==> config.mk <==
export PLATFORM = sky130hd
export DESIGN_NAME = rdo_readout
export DESIGN_NICKNAME = d
export VERILOG_FILES = /design/src/rtl/rdo_pkg.sv /design/src/rtl/rdo_hold.sv /design/src/rtl/rdo_slicer.sv /design/src/rtl/rdo_readout.sv
export SDC_FILE = /design/constraint.sdc
export NUM_CORES = 1
export LEC_CHECK = 0
export BUFFER_PORTS_ARGS = -buffer_cell sky130_fd_sc_hd__buf_4
export CAP_MARGIN = 20
export CORE_UTILIZATION = 45
export DETAILED_ROUTE_END_ITERATION = 10
export PLACE_DENSITY = 0.82
export SLEW_MARGIN = 20
export SYNTH_ARGS = -nofsm -noshare
export SYNTH_HDL_FRONTEND = slang
export SYNTH_SLANG_ARGS = --single-unit
==> constraint.sdc <==
create_clock -name clk -period 4.95 [get_ports clk]
set_input_delay 0.99 -clock clk [delete_from_list [all_inputs] [get_ports clk]]
set_output_delay 0.99 -clock clk [all_outputs]
set_load 0.02 [all_outputs]
==> src/rtl/rdo_pkg.sv <==
package rdo_pkg;
    localparam int RES_W   = 18;
    localparam int WORD_W  = 16;
    localparam int BYTE_W  = 8;
    localparam int WORD_LO = RES_W - WORD_W;
    localparam int BYTE_LO = RES_W - BYTE_W;
    localparam int TAIL_W  = RES_W - 2 * BYTE_W;

    typedef enum logic [1:0] {
        MODE_NONE   = 2'd0,
        MODE_WORD   = 2'd1,
        MODE_BYTE   = 2'd2,
        MODE_SERIAL = 2'd3
    } bus_mode_e;

    typedef enum logic [1:0] {
        HS_IDLE = 2'd0,
        HS_LOCK = 2'd1,
        HS_PEND = 2'd2
    } hold_state_e;
endpackage

==> src/rtl/rdo_hold.sv <==
module rdo_hold
    import rdo_pkg::*;
(
    input  logic             clk,
    input  logic             rst_n,
    input  logic             access,
    input  logic             res_valid,
    input  logic [RES_W-1:0] res_data,
    output logic [RES_W-1:0] held
);
    hold_state_e      state_q, state_d;
    logic [RES_W-1:0] held_q, held_d;
    logic [RES_W-1:0] pend_q, pend_d;

    always_ff @(posedge clk or negedge rst_n) begin
        if (!rst_n) state_q <= HS_IDLE;
        else        state_q <= state_d;
    end

    always_comb begin
        state_d = state_q;
        unique case (state_q)
            HS_IDLE: if (access) state_d = res_valid ? HS_PEND : HS_LOCK;
            HS_LOCK: begin
                if (!access)        state_d = HS_IDLE;
                else if (res_valid) state_d = HS_PEND;
            end
            HS_PEND: if (!access) state_d = HS_IDLE;
            default: state_d = HS_IDLE;
        endcase
    end

    always_comb begin
        held_d = held_q;
        pend_d = pend_q;
        if (!access) begin
            if (res_valid)              held_d = res_data;
            else if (state_q == HS_PEND) held_d = pend_q;
        end else if (res_valid) begin
            pend_d = res_data;
        end
    end

    always_ff @(posedge clk or negedge rst_n) begin
        if (!rst_n) begin
            held_q <= '0;
            pend_q <= '0;
        end else begin
            held_q <= held_d;
            pend_q <= pend_d;
        end
    end

    assign held = held_q;

    assert_locked_R9: assert property (@(posedge clk) disable iff (!rst_n)
        access |=> $stable(held_q));
    assert_park_R9: assert property (@(posedge clk) disable iff (!rst_n)
        (access && res_valid) |=> (state_q == HS_PEND));
    assert_commit_R9: assert property (@(posedge clk) disable iff (!rst_n)
        (state_q == HS_PEND && !access && !res_valid) |=> (held_q == $past(pend_q)));
    assert_direct_load_R8: assert property (@(posedge clk) disable iff (!rst_n)
        (!access && res_valid) |=> (held_q == $past(res_data)));
endmodule

==> src/rtl/rdo_slicer.sv <==
module rdo_slicer
    import rdo_pkg::*;
(
    input  logic [RES_W-1:0] held,
    input  logic [1:0]       mode,
    input  logic [1:0]       addr,
    input  logic             drive,
    output logic [RES_W-1:0] bus_d,
    output logic [RES_W-1:0] bus_oe
);
    logic [WORD_W-1:0] word_sel;
    logic [BYTE_W-1:0] byte_sel;
    logic [WORD_W-1:0] word_lo;
    logic [BYTE_W-1:0] byte_lo;

    assign word_lo = {held[TAIL_W-1:0], {(WORD_W-TAIL_W){1'b0}}};
    assign byte_lo = {held[TAIL_W-1:0], {(BYTE_W-TAIL_W){1'b0}}};

    always_comb begin
        word_sel = addr[1] ? word_lo : held[RES_W-1 -: WORD_W];
        unique case (addr)
            2'b00:   byte_sel = held[RES_W-1 -: BYTE_W];
            2'b01:   byte_sel = held[RES_W-1-BYTE_W -: BYTE_W];
            2'b10:   byte_sel = byte_lo;
            default: byte_sel = '0;
        endcase
    end

    always_comb begin
        bus_d  = '0;
        bus_oe = '0;
        if (drive) begin
            unique case (bus_mode_e'(mode))
                MODE_WORD: begin
                    bus_d[RES_W-1:WORD_LO]  = word_sel;
                    bus_oe[RES_W-1:WORD_LO] = '1;
                end
                MODE_BYTE: begin
                    bus_d[RES_W-1:BYTE_LO]  = byte_sel;
                    bus_oe[RES_W-1:BYTE_LO] = '1;
                end
                default: ;
            endcase
        end
    end

    always_comb begin
        assert_undriven_zero_R5: assert ((bus_d & ~bus_oe) == '0)
            else $error("bus bit set without enable");
    end
endmodule

==> src/rtl/rdo_readout.sv <==
module rdo_readout
    import rdo_pkg::*;
(
    input  logic             clk,
    input  logic             rst_n,
    input  logic             res_valid,
    input  logic [RES_W-1:0] res_data,
    input  logic [1:0]       mode,
    input  logic             cs_n,
    input  logic             rd_n,
    input  logic [1:0]       addr,
    output logic [RES_W-1:0] bus_d,
    output logic [RES_W-1:0] bus_oe
);
    logic             par_mode;
    logic             access;
    logic             drive;
    logic [RES_W-1:0] held;

    assign par_mode = (bus_mode_e'(mode) == MODE_WORD) || (bus_mode_e'(mode) == MODE_BYTE);
    assign access   = !cs_n && par_mode;
    assign drive    = access && !rd_n;

    rdo_hold u_hold (
        .clk       (clk),
        .rst_n     (rst_n),
        .access    (access),
        .res_valid (res_valid),
        .res_data  (res_data),
        .held      (held)
    );

    rdo_slicer u_slicer (
        .held   (held),
        .mode   (mode),
        .addr   (addr),
        .drive  (drive),
        .bus_d  (bus_d),
        .bus_oe (bus_oe)
    );

    assert_bus_off_R6: assert property (@(posedge clk) disable iff (!rst_n)
        (cs_n || rd_n) |-> (bus_oe == '0));
    assert_nonpar_off_R7: assert property (@(posedge clk) disable iff (!rst_n)
        (mode == 2'd0 || mode == 2'd3) |-> (bus_oe == '0));
endmodule

* After elaboration in Yosys (flattened, before gate mapping) *
Index checks and enable logic that the tools add are counted.

operators by class
  bitwise logic cells = 1
  eq/ne operators = 9
  reduce and logical (&&, ||, !) cells = 12
  multiplexer cells = 16

operator list
  cell                  count
  $mux W16              3
  $mux W18              2
  $mux W8               3
  $pmux W8 S3           1
  $pmux W8 S2           1
  $mux W2               5
  $eq A2 B1 Y1 const B  3
  $eq A2 B2 Y1 const B  3
  $pmux W2 S3           1
  $logic_not A2 Y1      2
  $ne A2 B2 Y1 const B  2
  $reduce_and A2 Y1     2
  $ne A3 B3 Y1 const B  1
  $reduce_and A3 Y1     1
  $logic_and A1 B1 Y1   2
  $logic_not A1 Y1      2
  $reduce_bool A2 Y1    1
  $reduce_or A2 Y1      1
  $logic_or A1 B1 Y1    1
  $not A1 Y1            1

storage, ports and cells
  register bits after elaboration = 38
  output and inout bits = 36
  word-level logic and storage cells = 41

* Longest topological paths before layout *
  depth in word-level cells = 5
  mapped depth = 6
  mapped depth without buffers = 5

* Hierarchy *
A second synthesis with hierarchy kept.

unflattened totals
  cells, all modules = 160
  area total of the unflattened synthesis = 2110.8 sq um

by module, submodules not included
  module       area each (sq um)  cells each  instances
  rdo_hold     1687.9             103         1
  rdo_slicer   400.4              54          1
  rdo_readout  22.5               3           1

* Worst setup path before layout *
OpenSTA, ideal clock, no wires.

  kind = input-to-output
  from = input port mode[0]
  to = output port bus_d[10]
  data arrival time = 3059 ps
  stages = 5
  data required time = 3960 ps
  slack = 901 ps
  path through = inv_1 > ha_1 > nor3_1 > nand2b_1 > nor2_1

between the ends
  word-level cells in the longest chain between the ends = 5
  elaborated cells on any way between the ends = 7

ends and longest elaborated chain
  item                                          RTL line                             text
  start, declared                               rdo_readout.sv:8                     input logic [1:0] mode,
  $eq A2 B1 Y1 or $eq A2 B2 Y1 (tied branches)  rdo_slicer.sv:33, rdo_readout.sv:20
  $logic_or A1 B1 Y1                            rdo_readout.sv:20                    assign par_mode = (bus_mode_e'(mode) == MODE_WORD) || (bus_mode_e'(mode) == MODE_BYTE);
  $logic_and A1 B1 Y1                           rdo_readout.sv:21                    assign access = !cs_n && par_mode;
  $logic_and A1 B1 Y1                           rdo_readout.sv:22                    assign drive = access && !rd_n;
  $mux W16 *                                    rdo_slicer.sv:32                     if (drive) begin
  end, declared                                 rdo_readout.sv:12                    output logic [RES_W-1:0] bus_d,

Mark *: on every way between the ends. The rest lies on a longest branch, timed or not.

* Worst setup path after layout *
  from = input port mode[0]
  to = output port bus_d[8]

between the ends
  word-level cells in the longest chain between the ends = 5
  elaborated cells on any way between the ends = 7

ends and longest elaborated chain
  item                                          RTL line
  $eq A2 B1 Y1 or $eq A2 B2 Y1 (tied branches)  rdo_slicer.sv:33, rdo_readout.sv:20
  $logic_or A1 B1 Y1                            rdo_readout.sv:20
  $logic_and A1 B1 Y1                           rdo_readout.sv:21
  $logic_and A1 B1 Y1                           rdo_readout.sv:22
  $mux W16 *                                    rdo_slicer.sv:32

Marks and branches as above.

==> reports/qor.yml <==
worst_setup_path:
  rr_startpoint: "u_hold.state_q[0]$_DFFE_PN0P_"
  rrSetupSlack_ns: 3.25
  required_ns: 3.96
  critPathMostFrequentCell: "buf_4"
  critPathTopFamily: "simple AND/OR/NAND/NOR gates"
  crit_chain: "buf_4, inv_1, ha_1, or4b_4, nor2_4, and2_1, buf_4"
  r2r_cells: 3
  r2r-end: "u_hold.held[11]$_DFFE_PN0P_"
  crit_buf_inv: 3
  cp_slowest_cell: "or4b_4"
  endpoint_kind: "primary output"
  cp_slowest_stage_delay_ns: 0.60
  crit_path_max_fanout: 8
  start_kind: "input pin"
  cp.arrival_ns: 2.58
  worstSetupPathType: "input pin to primary output"
layout:
  seqCellArea_um2: 951
  fin_cells: 267
  multi_input_area_mm2: 0.00105
  post-route-util: 0.578
  antennaDiodeCount: 0
  drive_gt1_frac: 0.581
  area.growth.synth_to_final_pct: 19.1
  fin_nets: 245
  num-fill-cells: 386
floorplanning:
  rows: 24
  die-area_mm2: 0.00514
  core_area_mm2: 0.00450
  initial_core_util: 0.486
  io_pins: 63
  die_y_um: 71.7
  die_w_um: 71.7
clock_tree:
  hold_buffers: 0
  post_cts_buffers: 0
  postCtsResizedCells: 0
  clock_latency_ns: 0.28
  ctsRootBufferMaster: "clkbuf_8"
  cts_tree: "yes"
  htree_levels: 2
  path_clk_slew_ns: 0.07
  numCtsBuffers: 5
  cts.sinks: 38
  clockBufferDepth: 2
yosys:
  synth_xor_area_frac: 0
  synth_top_area_share: 0.435
  yosysTopAreaCell: "dfrtp_1"
  synth-compound-area-share: 0.0469
  syn_inst: 173
  synthDistinctLibCells: 36
  synthesis.area_mm2: 0.00219
  muxShareOfSynthArea: 0.331
  synth_fa_ha_area_frac: 0.0114
  yosys.area_share.simple: 0.0830
  ys_seq_area_frac: 0.435
  ys_warn_count: 0
  ys_seq_elements: 38
  synthTopCellsByArea: "dfrtp_1 43%, mux2_2 23%, mux2_4 6.9%, buf_4 6.2%, mux2_1 3.1%"
  synth_top_family_by_area: "multiplexers"
  synth.avg_cell_area_um2: 12.6
timing:
  min_period_ns: 3.57
  fmax_mhz: 280
  tns_ns: 0
  worst_slew_pin_slew_ns: 0.970
  setup_viol: 0
  rsz0062_at_grt: "false"
  skew_ns: 0.00367
  fin_crit_sh: 0.722
  hold_viol_final: 0
  relSlewSlack: 0.351
  slew_violations: 0
global_routing:
  overflow: 0
  grt_use_met1: 0.231
  grt_max_degree: 39
  gr-usage-met2: 0.275
  grt_usage: 0.174
  top_usage_layer: "met2"
  grt_pass1_wl_um: 6660
  use_met3: 0.0436
  grt_pass1_vias: 1361
  antenna_found_initial: 0
power:
  fin_total_pwr_uw: 863
  p_per_area_mw_per_mm2: 331
  peakVddDrop_mv: 0.156
  cellLeakagePower_nw: 1.21
placed_design:
  place_inst: 261
  io_buffer_count: 58
  dpl.hpwl_um: 2980
  gp_congestion: 0.732
detailed_routing:
  drt_iter0_drc: 63
  wl_per_cell_um: 16.0
  drt.antenna.violating_nets: 0
  drt_pass1_iterations: 4
  routed_wl_um: 4280
  route.detailed.drc: 0
  vias: 1421
  vias_per_cell: 5.32
hold_path:
  hp-class: "flop to flop"
  whs_path_depth: 1
  min_to: "u_hold.state_q[1]$_DFFE_PN0P_"
  min-delay-start: "u_hold.state_q[0]$_DFFE_PN0P_"
job:
  maxCapViolCount: 0
status:
  status: "finished clean"
==> layout make-up <==
| type | instances | share of cell area |
|---|---|---|
| tap | 52 | 0.0250 |
| clock buffer | 6 | 0.0317 |
| multi-input combinational | 108 | 0.402 |
| timing repair buffer | 59 | 0.170 |
| sequential | 38 | 0.365 |
| inverter | 4 | 0.00577 |
==> cell families (layout without fill, tap and decap cells) <==
logic type                 after synthesis  after routing
buffers and inverters                   30             69
and+or+nand+nor                         28             28
DFF                                     38             38
AOI/OAI and AO/OA                       13             13
muxes                                   61             61
other                                    1              4
adders and majority gates                2              2
==> cell usage in the layout, fill, tap and decap left out, drive strengths merged, types with 2 or more instances in the layout <==
cell and instances:
buf 59, clkbuf 6, nor2 8, a22oi 6, ha 2, and2 8, nor3 2, mux2 60
inv 4, nand2b 3, dfrtp 38, conb 4, a21oi 2
==> routing by layer <==
metal	vias to the layer above	part of all wire
met5	-	0
met4	0	0.015
met3	6	0.046
met2	46	0.49
met1	693	0.45
li1	676	-
==> synth_stat cells <==
master,n
nor3_1,1
nand4b_1,1
a22oi_1,6
clkbuf_2,1
nand2b_1,3
nor2_1,6
mux2i_1,1
inv_1,3
and2_1,8
nand2_1,1
nor3b_1,1
dfrtp_1,38
a21boi_0,1
nand3_1,1
inv_2,1
nor3_4,1
ha_1,2
buf_6,2
mux2_1,6
o221ai_1,1
conb_1,1
clkbuf_1,2
nor2_2,1
o21ai_0,1
buf_4,18
nor2b_1,1
o22ai_1,1
a21oi_1,1
a21oi_4,1
nor4_1,1
a221oi_1,1
nor2_4,1
buf_2,3
mux2_2,44
mux2_4,10
or4b_4,1
==> where the power goes <==
group / total, mW / leakage [nW] / internal, mW / switching [mW]
logic: 0.222 / 0.715 / 0.139 / 0.0832
clock network: 0.206 / 0.0431 / 0.107 / 0.0988
registers: 0.434 / 0.453 / 0.387 / 0.0472
total: 0.863 / 1.21 / 0.634 / 0.229
==> metrics by stage <==
step / setup slack [ns] / hold slack (ns) / area, µm²
after floorplan: 0.901 / 0.412 / 2200
after global placement: 1.40 / 0.422 / 2520
after detailed placement: 1.39 / 0.455 / 2520
after CTS: 1.37 / 0.464 / 2600
after global routing: 1.28 / 0.491 / 2600
final: 1.38 / 0.473 / 2600
==> how the worst max path moves through the flow <==
stage,from,endpoint,slack [ns],cells past startpoint
global route,mode[0],bus_d[11],1.28,7
finish,mode[0],bus_d[8],1.38,7
CTS,mode[0],bus_d[8],1.37,7
floorplan,mode[0],bus_d[10],0.90,5
detailed placement,mode[0],bus_d[4],1.39,7
global placement,mode[0],bus_d[3],1.40,7
==> sequential cells by signal, summed over array words and instances (netlist names) <==
| name | cells |
|---|---|
| u_hold.pend_q | 18 |
| u_hold.held | 18 |
| u_hold.state_q | 2 |
Power figures use the tool's default switching activity.
